File: src/rtl/tbase_pkg.sv
package tbase_pkg;
  localparam int RATE_W = 3;
  localparam int NCODE  = 1 << RATE_W;
  localparam int REG_W  = 8;

  localparam int B_FLAG = 7;
  localparam int B_RATE = 4;
  localparam int B_ACK  = 3;
  localparam int B_IE   = 2;
  localparam int B_EN   = 1;

  typedef logic [RATE_W-1:0] rate_t;

  typedef struct packed {
    rate_t rate;
    logic  ie;
    logic  en;
  } ctl_t;
endpackage

File: src/rtl/tbase_ctrl_reg.sv
module tbase_ctrl_reg
  import tbase_pkg::*;
(
  input  logic             clk,
  input  logic             rst,
  input  logic             we,
  input  logic [REG_W-1:0] wdata,
  output ctl_t             ctl_q,
  output logic             ie_nxt,
  output logic             ack
);
  ctl_t ctl_d;

  always_comb begin
    ctl_d = ctl_q;
    if (we) begin
      ctl_d.rate = wdata[B_RATE +: RATE_W];
      ctl_d.ie   = wdata[B_IE];
      ctl_d.en   = wdata[B_EN];
    end
  end

  always_ff @(posedge clk) begin
    if (rst) ctl_q <= '0;
    else     ctl_q <= ctl_d;
  end

  assign ie_nxt = ctl_d.ie;
  assign ack    = we & wdata[B_ACK];

  // reset leaves every control field cleared
  p_reset_clear_r6: assert property (@(posedge clk) rst |=> (ctl_q == '0));
endmodule

File: src/rtl/tbase_counter.sv
module tbase_counter
  import tbase_pkg::*;
#(
  parameter int CNT_W = 18
) (
  input  logic  clk,
  input  logic  rst,
  input  logic  en,
  input  logic  tick,
  input  rate_t rate,
  output logic  roll
);
  logic [CNT_W-1:0] cnt_q;
  logic [NCODE-1:0] hit;

  always_ff @(posedge clk) begin
    if (rst || !en) cnt_q <= '0;
    else if (tick)  cnt_q <= cnt_q + 1'b1;
  end

  // one all-ones detector per rate code; code c watches the low CNT_W-c bits
  for (genvar c = 0; c < NCODE; c++) begin : g_rate
    localparam int LEN = CNT_W - c;
    assign hit[c] = &cnt_q[LEN-1:0];
  end

  assign roll = en & tick & hit[rate];

  p_hold_zero_r5: assert property (@(posedge clk) disable iff (rst)
    !en |=> (cnt_q == '0));
  p_step_r2: assert property (@(posedge clk) disable iff (rst)
    (en && tick) |=> (cnt_q == $past(cnt_q) + 1'b1));
  p_idle_r2: assert property (@(posedge clk) disable iff (rst)
    (en && !tick) |=> $stable(cnt_q));
endmodule

File: src/rtl/tbase_flag.sv
module tbase_flag (
  input  logic clk,
  input  logic rst,
  input  logic roll,
  input  logic ack,
  output logic flag_q,
  output logic flag_nxt
);
  always_comb begin
    flag_nxt = flag_q;
    if (roll)     flag_nxt = 1'b1;
    else if (ack) flag_nxt = 1'b0;
  end

  always_ff @(posedge clk) begin
    if (rst) flag_q <= 1'b0;
    else     flag_q <= flag_nxt;
  end

  p_roll_sets_r1: assert property (@(posedge clk) disable iff (rst)
    roll |=> flag_q);
  p_ack_clears_r4: assert property (@(posedge clk) disable iff (rst)
    (ack && !roll) |=> !flag_q);
  p_roll_beats_ack_r8: assert property (@(posedge clk) disable iff (rst)
    (ack && roll) |=> flag_q);
endmodule

File: src/rtl/tbase_irq_gen.sv
module tbase_irq_gen
  import tbase_pkg::*;
#(
  parameter int CNT_W = 18
) (
  input  logic       clk,
  input  logic       rst,
  input  logic       ref_tick,
  input  logic       reg_we,
  input  logic [7:0] reg_wdata,
  output logic [7:0] reg_rdata,
  output logic       irq
);
  ctl_t ctl_q;
  logic ie_nxt, ack, roll, flag_q, flag_nxt, irq_q;
  logic unused_wbits;

  assign unused_wbits = ^{reg_wdata[B_FLAG], reg_wdata[0]};

  tbase_ctrl_reg u_ctrl (
    .clk(clk), .rst(rst), .we(reg_we), .wdata(reg_wdata),
    .ctl_q(ctl_q), .ie_nxt(ie_nxt), .ack(ack)
  );

  tbase_counter #(.CNT_W(CNT_W)) u_cnt (
    .clk(clk), .rst(rst), .en(ctl_q.en), .tick(ref_tick),
    .rate(ctl_q.rate), .roll(roll)
  );

  tbase_flag u_flag (
    .clk(clk), .rst(rst), .roll(roll), .ack(ack),
    .flag_q(flag_q), .flag_nxt(flag_nxt)
  );

  always_ff @(posedge clk) begin
    if (rst) irq_q <= 1'b0;
    else     irq_q <= flag_nxt & ie_nxt;
  end

  always_comb begin
    reg_rdata                    = '0;
    reg_rdata[B_FLAG]            = flag_q;
    reg_rdata[B_RATE +: RATE_W]  = ctl_q.rate;
    reg_rdata[B_IE]              = ctl_q.ie;
    reg_rdata[B_EN]              = ctl_q.en;
  end

  assign irq = irq_q;

  p_irq_gate_r3: assert property (@(posedge clk) disable iff (rst)
    irq_q == (flag_q & ctl_q.ie));
endmodule

File: config.mk
export PLATFORM = sky130hd
export DESIGN_NAME = tbase_irq_gen
export DESIGN_NICKNAME = d
export VERILOG_FILES = /design/src/rtl/tbase_pkg.sv /design/src/rtl/tbase_ctrl_reg.sv /design/src/rtl/tbase_counter.sv /design/src/rtl/tbase_flag.sv /design/src/rtl/tbase_irq_gen.sv
export SDC_FILE = /design/constraint.sdc
export NUM_CORES = 1
export LEC_CHECK = 0
export CORE_MARGIN = 8
export CORE_UTILIZATION = 54
export CTS_CLUSTER_DIAMETER = 40
export DETAILED_ROUTE_END_ITERATION = 8
export PLACE_DENSITY = 0.83
export SYNTH_ARGS = -nofsm -noshare
export SYNTH_HDL_FRONTEND = slang
export SYNTH_SLANG_ARGS = --single-unit
File: constraint.sdc
create_clock -name clk -period 4.01 [get_ports clk]
set_input_delay 1.0025 -clock clk [delete_from_list [all_inputs] [get_ports clk]]
set_output_delay 1.0025 -clock clk [all_outputs]
set_load 0.02 [all_outputs]
After elaboration in Yosys (flattened, before gate mapping)
Cells that the tools add are included.
W data, S select, Z words.
- add/subtract/negate cells: 1
- $lt $le $gt $ge: 1
- multiplexer cells: 5
- bitwise gates (word level): 4
- reduce and logical (&&, ||, !) cells: 10
- operators by type and width (operator ; number):
    $add A18 B1 Y18 const B ; 1
    $reduce_and A18 Y1 ; 1
    $reduce_and A17 Y1 ; 1
    $reduce_and A16 Y1 ; 1
    $reduce_and A15 Y1 ; 1
    $reduce_and A14 Y1 ; 1
    $reduce_and A13 Y1 ; 1
    $reduce_and A12 Y1 ; 1
    $reduce_and A11 Y1 ; 1
    $and A1 B1 Y1 ; 4
    $lt A3 B4 Y1 const B ; 1
    $bmux W1 S3 ; 1
    $mux W1 ; 3
    $mux W2 ; 1
    $logic_not A1 Y1 ; 1
    $logic_or A1 B1 Y1 ; 1
- register bits after elaboration: 25
- input port bits: 12
- word-level logic and storage cells: 27

Longest topological paths before layout
- word-level depth: 6
- gate-level depth with buffers: 10

Modules after synthesis
From an unflattened synthesis, not the netlist that was laid out.
- cells, all modules: 137
- area, all modules: 1242.4 µm²
- modules (own cells, without submodules) (module ; instances ; cells each ; area an instance (µm²) ; seq. area each (µm²)):
    tbase_counter ; 1 ; 109 ; 934.6 ; 360.3
    tbase_ctrl_reg ; 1 ; 17 ; 202.7 ; 100.1
    tbase_irq_gen ; 1 ; 6 ; 55.1 ; 20.0
    tbase_flag ; 1 ; 5 ; 50.0 ; 20.0

Worst setup path after synthesis
Ideal clock, no wire load.
- path type: input -> register
- from: input ref_tick
- to: register u_cnt.cnt_q[14]
- library setup time: 0.126 ns
- arrival time: 1.921 ns
- setup slack: 1.963 ns
- stages on the path: 6
- cell sequence: buf_2 > nand4_1 > nor4_2 > nand3_1 > xor2_1 > nor2_1
- RTL lines (what ; line ; text):
    start, declared ; tbase_irq_gen.sv:8 ; input logic ref_tick,
    end signal, assigned ; tbase_counter.sv:18 ; else if (tick) cnt_q <= cnt_q + 1'b1;
    end, declared ; tbase_counter.sv:13 ; logic [CNT_W-1:0] cnt_q;

==> results_dict.tcl <==
set metrics [dict create \
    required_ns 4.20 \
    crit_path_end "u_cnt.cnt_q[14]" \
    synthTopCellsByArea "dfxtp_1, nor2_1, xor2_1" \
    r2r_start "u_cnt.cnt_q[8]" \
    clockRootBuffer "clkbuf_4" \
    hold_depth 2 \
    synthArstFlopShare_pct 0 \
    synth_area_um2 1180 \
    num_vias 923 \
    ant_nets 0 \
    clkTransAtPathRegs_ns 0.14 \
    synth.distinct_cells 35 \
    ctsResizeCount 0 \
    cts_buffers 3 \
    cts_sinks 25 \
    period_needed_ns 2.49 \
    finalSetupTns_ns 0 \
    finalInstanceArea_um2 1350 \
    post-place-ws_ns 1.17 \
    drive_above_1_share_pct 8.28 \
    syn_to_final_growth_pct 15.1 \
    synthFlopType "dfxtp_1" \
    p_leak_uw 0.000467 \
    clk_latency_ns 0.31 \
    io_pins 21 \
    finalWorstSetupSlack_ns 1.52 \
    timing.fmax_ghz 0.402 \
    yosys_warnings 0 \
    cp_max_fo 8 \
    gr-total-overflow 0 \
    post-route-drc-count 0 \
    startpoint "ref_tick" \
    start_kind "primary input" \
    die_y_um 62.7 \
    cts_htree_levels 1 \
    io_buffers 16 \
    hp-class "flop to flop" \
    finalSetupViolCount 0 \
    fp-row-count 17 \
    clock_path_buffers 2 \
    rr_worst_depth 9 \
    antenna_found_initial 0 \
    n_antenna_cell 0 \
    placedCellCount 169 \
    synth_top_area_share_pct 42.6 \
    syn_area_per_cell_um2 8.91 \
    holdBufCountCts 0 \
    gp_congestion 0.780 \
    outcome "finished, final reports clean" \
    ys_seq_area_share_pct 42.6 \
    endpoint_kind "flop" \
    wl_per_cell_um 13.1 \
    slew_headroom_pct 54.3 \
    dieArea_um2 3930 \
    synth_edf_count 0 \
    drt-initial-drc-count 27 \
    reg2reg_to "u_flag.flag_q" \
    firstDrtPassIters 4 \
    coreArea_um2 2130 \
    synthMostInstantiatedCell "nor2_1" \
    fin_cells 173 \
    dpl.hpwl_um 1720 \
    max_cap_viol_count 0 \
    drt_wl_total_um 2260 \
    grt_max_degree 19 \
    cts_setup_buffers 0 \
    reg2reg_slack_ns 2.07 \
    path_class "primary input to flop" \
    p_per_area_nw_per_um2 298 \
    finClkSkew_ns 0.00856 \
    synth.top_cells.by_count "nor2_1, dfxtp_1, nand2_1" \
    cts_tree "done" \
    max_slew.worst_pin.slew_ns 0.686 \
    timing_hold_violations_final 0 \
    grt_pass1_vias 861 \
    grtUsageTotal_pct 11.3 \
    initial_core_util_pct 55.3 \
    nets 160 \
    worstPathArrival_ns 2.67 \
    post-route-period-util_pct 62.0 \
    synth_top_cell_by_area "dfxtp_1" \
    grt_pass1_wl_um 3800 \
    postSynthCellCount 132 \
    nFillCells 193 \
    die_x_um 62.7 \
    slew_viol_final 0 \
    rsz0062_at_grt "false" \
    peakVddDrop_mv 0.203 \
    synth_seq_cells 25 \
    vias_per_cell 5.34 \
    total_power_uw 404 \
    dpl_cell_area_um2 1330 \
]
## cell usage in the layout, fill, tap and decap left out, types with 2 or more instances in the layout
cell,instances
o21ai_0,3
nor4_2,2
clkbuf_4,3
mux2i_1,7
nand2_1,11
nor3_2,2
nor3_1,2
ha_1,2
nand3_1,2
xnor2_1,4
nand4_1,5
inv_1,2
a21oi_1,4
dfxtp_1,25
xor2_1,10
conb_1,2
clkdlybuf4s50_1,16
nor2_1,27
## worst min path at each step
stage / start / to / slack [ns]
global placement: u_cnt.cnt_q[17] / u_cnt.cnt_q[17] / 0.50
detailed placement: u_cnt.cnt_q[17] / u_cnt.cnt_q[17] / 0.52
finish: u_cnt.cnt_q[17] / u_cnt.cnt_q[17] / 0.54
floorplan: u_cnt.cnt_q[17] / u_cnt.cnt_q[17] / 0.48
CTS: u_cnt.cnt_q[17] / u_cnt.cnt_q[17] / 0.55
global route: u_cnt.cnt_q[17] / u_cnt.cnt_q[17] / 0.57
## per-layer routing
layer,GRT usage (%),vias to the layer above,part of all wire [%]
li1,-,463,-
met1,12.3,441,43
met2,20.3,19,52
met3,3.76,0,4.8
met4,3.42,0,0
met5,0,-,0
## registers in the layout, indices dropped and copies added (netlist names)
signal         cells
u_ctrl.ctl_q       5
u_cnt.cnt_q       18
u_flag.flag_q      1
irq                1
## area by class of cell
cell class | count | area, µm² | share of cell area, %
clock buffer | 4 | 26.3 | 1.94
tap | 28 | 35.0 | 2.59
inverter | 2 | 7.51 | 0.555
multi-input combinational | 98 | 624 | 46.1
timing repair buffer | 16 | 160 | 11.8
sequential | 25 | 500 | 37.0
## power breakdown
group	switching [µW]	internal, µW
Clock	72.4	38.8
Combinational	17.5	18.8
Sequential	4.20	252
Total	94.1	309
## stage by stage
stage	utilization (%)	hold slack [ns]
3_5_place_dp	62.4	0.517
4_1_cts	63.6	0.549
5_1_grt	63.6	0.574
2_1_floorplan	-	0.479
3_3_place_gp	62.4	0.500
6_report	63.6	0.540
## critical path: stages
cell	delay (ns)
clkdlybuf4s50_1	0.67
nand4_1	0.33
nor4_2	0.33
nand3_1	0.13
xor2_1	0.16
nor2_1	0.05
## cell families after synthesis
logic type / count (synthesis) / share of synthesized area (%)
other: 1 / 0.319
multiplexers: 7 / 5.96
XOR/XNOR: 14 / 10.4
AND/OR/NAND/NOR: 62 / 28.1
flip-flops: 25 / 42.6
adder cells (fa/ha/maj): 2 / 2.13
buffers and inverters: 10 / 4.68
AO/OA/AOI/OAI: 11 / 5.85
(Power assumes the default switching activity.)
